[src/rtl/casc_dec_pkg.sv]
package casc_dec_pkg;
  localparam int unsigned HI_BITS = 2;
  localparam int unsigned LO_BITS = 3;
endpackage

[src/rtl/dec_first_lvl.sv]
module dec_first_lvl #(
  parameter int unsigned SEL_W = 2,
  localparam int unsigned OUT_N = 1 << SEL_W
) (
  input  logic             en_n,
  input  logic [SEL_W-1:0] sel,
  output logic [OUT_N-1:0] out_n
);
  generate
    for (genvar i = 0; i < OUT_N; i++) begin : g_line
      assign out_n[i] = ~(~en_n && (sel == SEL_W'(i)));
    end
  endgenerate


  always_comb begin
    first_onehot_chk: assert ($onehot0(~out_n) && (!en_n || (&out_n)))
      else $error("first level enables more than one stage");
  end
endmodule

[src/rtl/dec_stage.sv]
module dec_stage #(
  parameter int unsigned SEL_W = 3,
  localparam int unsigned OUT_N = 1 << SEL_W
) (
  input  logic             en_hi,
  input  logic             en_a_n,
  input  logic             en_b_n,
  input  logic [SEL_W-1:0] sel,
  output logic [OUT_N-1:0] out_n
);
  logic active;
  assign active = en_hi & ~en_a_n & ~en_b_n;

  generate
    for (genvar i = 0; i < OUT_N; i++) begin : g_line
      assign out_n[i] = ~(active && (sel == SEL_W'(i)));
    end
  endgenerate


  always_comb begin
    stage_gate_chk: assert ((en_hi && !en_a_n && !en_b_n) ? ($countones(~out_n) == 1) : (&out_n))
      else $error("stage output disagrees with its enables");
  end
endmodule

[src/rtl/casc_decoder.sv]
module casc_decoder
  import casc_dec_pkg::*;
#(
  parameter int unsigned HI_W = HI_BITS,
  parameter int unsigned LO_W = LO_BITS,
  localparam int unsigned CODE_W = HI_W + LO_W,
  localparam int unsigned STAGES = 1 << HI_W,
  localparam int unsigned PER_STG = 1 << LO_W,
  localparam int unsigned OUT_W = 1 << CODE_W
) (
  input  logic              en_n,
  input  logic [CODE_W-1:0] code,
  output logic [OUT_W-1:0]  y_n
);
  logic [STAGES-1:0] stage_en_n;

  dec_first_lvl #(.SEL_W(HI_W)) first_i (
    .en_n (en_n),
    .sel  (code[CODE_W-1:LO_W]),
    .out_n(stage_en_n)
  );

  generate
    for (genvar k = 0; k < STAGES; k++) begin : g_stage
      // stage k owns lines k*PER_STG .. k*PER_STG+PER_STG-1
      dec_stage #(.SEL_W(LO_W)) stage_i (
        .en_hi (1'b1),
        .en_a_n(stage_en_n[k]),
        .en_b_n(1'b0),
        .sel   (code[LO_W-1:0]),
        .out_n (y_n[k*PER_STG +: PER_STG])
      );
    end
  endgenerate


  always_comb begin
    off_all_high_chk: assert (!en_n || (&y_n))
      else $error("output asserted while disabled");
  end


  always_comb begin
    on_one_cold_chk: assert (en_n || (($countones(~y_n) == 1) && !y_n[code]))
      else $error("wrong line asserted while enabled");
  end
endmodule

[config.mk]
export PLATFORM = sky130hd
export DESIGN_NAME = casc_decoder
export DESIGN_NICKNAME = d
export VERILOG_FILES = /design/src/rtl/casc_dec_pkg.sv /design/src/rtl/dec_first_lvl.sv /design/src/rtl/dec_stage.sv /design/src/rtl/casc_decoder.sv
export SDC_FILE = /design/constraint.sdc
export NUM_CORES = 1
export LEC_CHECK = 0
export BUFFER_PORTS_ARGS = -buffer_cell sky130_fd_sc_hd__buf_4
export CAP_MARGIN = 5
export CORE_AREA = 2 2 39 41
export DETAILED_ROUTE_END_ITERATION = 12
export DIE_AREA = 0 0 41 43
export PLACE_DENSITY = 0.68
export SETUP_SLACK_MARGIN = 0.2
export SYNTH_ARGS = -nofsm -noshare
export SYNTH_HDL_FRONTEND = slang
export SYNTH_HIERARCHICAL = 1
export SYNTH_SLANG_ARGS = --single-unit
[constraint.sdc]
create_clock -name vclk -period 1.1
set_input_delay 0.055 -clock vclk [all_inputs]
set_output_delay 0.055 -clock vclk [all_outputs]
set_load 0.02 [all_outputs]
==> flow_summary.json <==
{
  "status": "complete, but fails checks",
  "violations": "setup timing",
  "end_kind": "primary output",
  "postCtsSetupBuffers": 0,
  "antenna_found_initial": 0,
  "cp.required_ns": 1.04,
  "holdBufCountCts": 0,
  "routed-via-count": 608,
  "gp_congestion": 0.615,
  "wl_met1_um": 571,
  "arrival_ns": 1.12,
  "via_per_inst": 4.41,
  "nets": 130,
  "firstDrtPassIters": 2,
  "maxSlewViolCount": 0,
  "n_antenna_cell": 0,
  "nClkBuffers": 0,
  "hp-class": "in -> out",
  "max_freq_ghz": 0.849,
  "grt_remaining_overflow": 0,
  "fin_ws_ns": -0.0783,
  "min_from": "en_n",
  "wl_met3_um": 72,
  "die_y_um": 43,
  "cp-start-kind": "input port",
  "grt_use_total_pct": 16.8,
  "drt_iter0_markers": 1,
  "ys_types": 10,
  "post-route-cell-area_sq_mm": 0.00107,
  "hold_viol": 0,
  "dieArea_sq_mm": 0.00176,
  "max_cap_violations": 0,
  "crit_fanout": 4,
  "min_path_cells": 5,
  "p_leak_uw": 0.000454,
  "syn_to_final_growth_pct": 173,
  "grt_pass1_wl_mm": 2.21,
  "rsz0062_at_grt": "true",
  "design.seq.count": 0,
  "drc_errors": 0,
  "ir_drop_uv": 77.9,
  "initial_utilization_pct": 28.5,
  "post_drt_wl_per_cell_um": 10.7,
  "setup.worst_path.class": "in -> out",
  "dp_hpwl_mm": 1.11,
  "netlist_area_sq_um": 394,
  "period_share_pct": 107,
  "ys_seq_area_share_pct": 0,
  "dpl_cell_area_sq_um": 892,
  "wl_met2_um": 830,
  "num-fill-cells": 108,
  "power_uw": 162,
  "setup_violations": 24,
  "grt_pass1_vias": 495,
  "portBuffers": 38,
  "grt_max_degree": 21,
  "ant_nets": 0,
  "min_delay_worst_endpoint": "y_n[6]",
  "avgSynthCellArea_sq_um": 6.36,
  "routed_wl_mm": 1.47,
  "synth-warning-count": 6,
  "highest_layer": "met3",
  "synthCells": 62,
  "core_area_sq_mm": 0.00138,
  "drive_gt1_share_pct": 69.7,
  "fin_crit_ns": 1.18,
  "powerDensity_mw_per_mm2": 151,
  "regArea_sq_um": 0,
  "num_rows": 14,
  "die_w_um": 41,
  "ioPinCount": 38
}
==> where the power goes <==
group	internal [uW]	switching [uW]	total, uW
Combinational	67.8	94.1	162
Clock	0	0	0
Sequential	0	0	0
==> cells in the mapped netlist, drive strengths merged <==
| cell | instances | share of area [%] |
|---|---|---|
| and3b | 8 | 18 |
| conb | 2 | 1.9 |
| nand2 | 24 | 23 |
| nand3 | 8 | 10 |
| nand3b | 1 | 1.9 |
| nor2 | 4 | 3.8 |
| nor3 | 4 | 10 |
| nor3b | 8 | 25 |
| or3 | 1 | 1.6 |
| or3b | 2 | 4.4 |
==> per-stage QoR <==
| stage | hold WS (ns) | setup WS [ns] | TNS [ns] | cells | utilization [%] |
|---|---|---|---|---|---|
| final | 0.519 | -0.0783 | -1.05 | 138 | 77.7 |
| after floorplan | 0.172 | 0.149 | 0 | 84 | - |
| after global placement | 0.524 | -0.0914 | -1.44 | 138 | 64.5 |
| after global routing | 0.538 | -0.139 | -1.84 | 138 | 77.7 |
| after CTS | 0.522 | -0.102 | -1.18 | 138 | 75.3 |
| after detailed placement | 0.533 | -0.118 | -1.75 | 138 | 64.5 |
==> worst max path at each step <==
stage | to | cells past startpoint | slack, ns | startpoint
2_1_floorplan | y_n[10] | 3 | 0.15 | code[4]
3_3_place_gp | y_n[10] | 5 | -0.09 | code[4]
3_5_place_dp | y_n[18] | 5 | -0.12 | code[3]
4_1_cts | y_n[18] | 5 | -0.10 | en_n
5_1_grt | y_n[18] | 5 | -0.14 | en_n
6_report | y_n[18] | 5 | -0.08 | en_n
==> routing by layer <==
layer,track usage (%),vias to the layer above
met2,31.3,17
met5,0,-
li1,-,314
met1,21.2,277
met3,0.524,0
met4,0,0
==> layout by cell type (no fill, tap or decap), drive strengths merged <==
master and instances:
conb 24, nor2 4, or3b 2, nand2 24, or3 1, buf 38, nand3 8, nor3b 8
nor3 4, nand3b 1, and3b 8
==> what timing repair did <==
item | in CTS | in global routing
setup endpoints to repair | 32 | 32
pin swaps | 8 | 7
gates resized for setup | 43 | 9
gates cloned | 0 | 0
==> cells by family (layout without fill, tap and decap cells) <==
group         Yosys count  in the layout  synth area share (%)
buf+inv                 0             38                     0
simple gates           60             60                  98.1
other cells             2             24                  1.91
==> final cells by class <==
class | instances | area, sq um | share of cell area [%]
Timing Repair Buffer | 38 | 428 | 39.8
Tap cell | 16 | 20.0 | 1.86
Multi-Input combinational cell | 84 | 627 | 58.3
==> worst max-delay path, cell delays in order <==
cell and delay, ns:
buf_8 0.10, or3b_4 0.40, nor3b_4 0.30, nand3_2 0.11, buf_6 0.15
(Power assumes the default switching activity.)
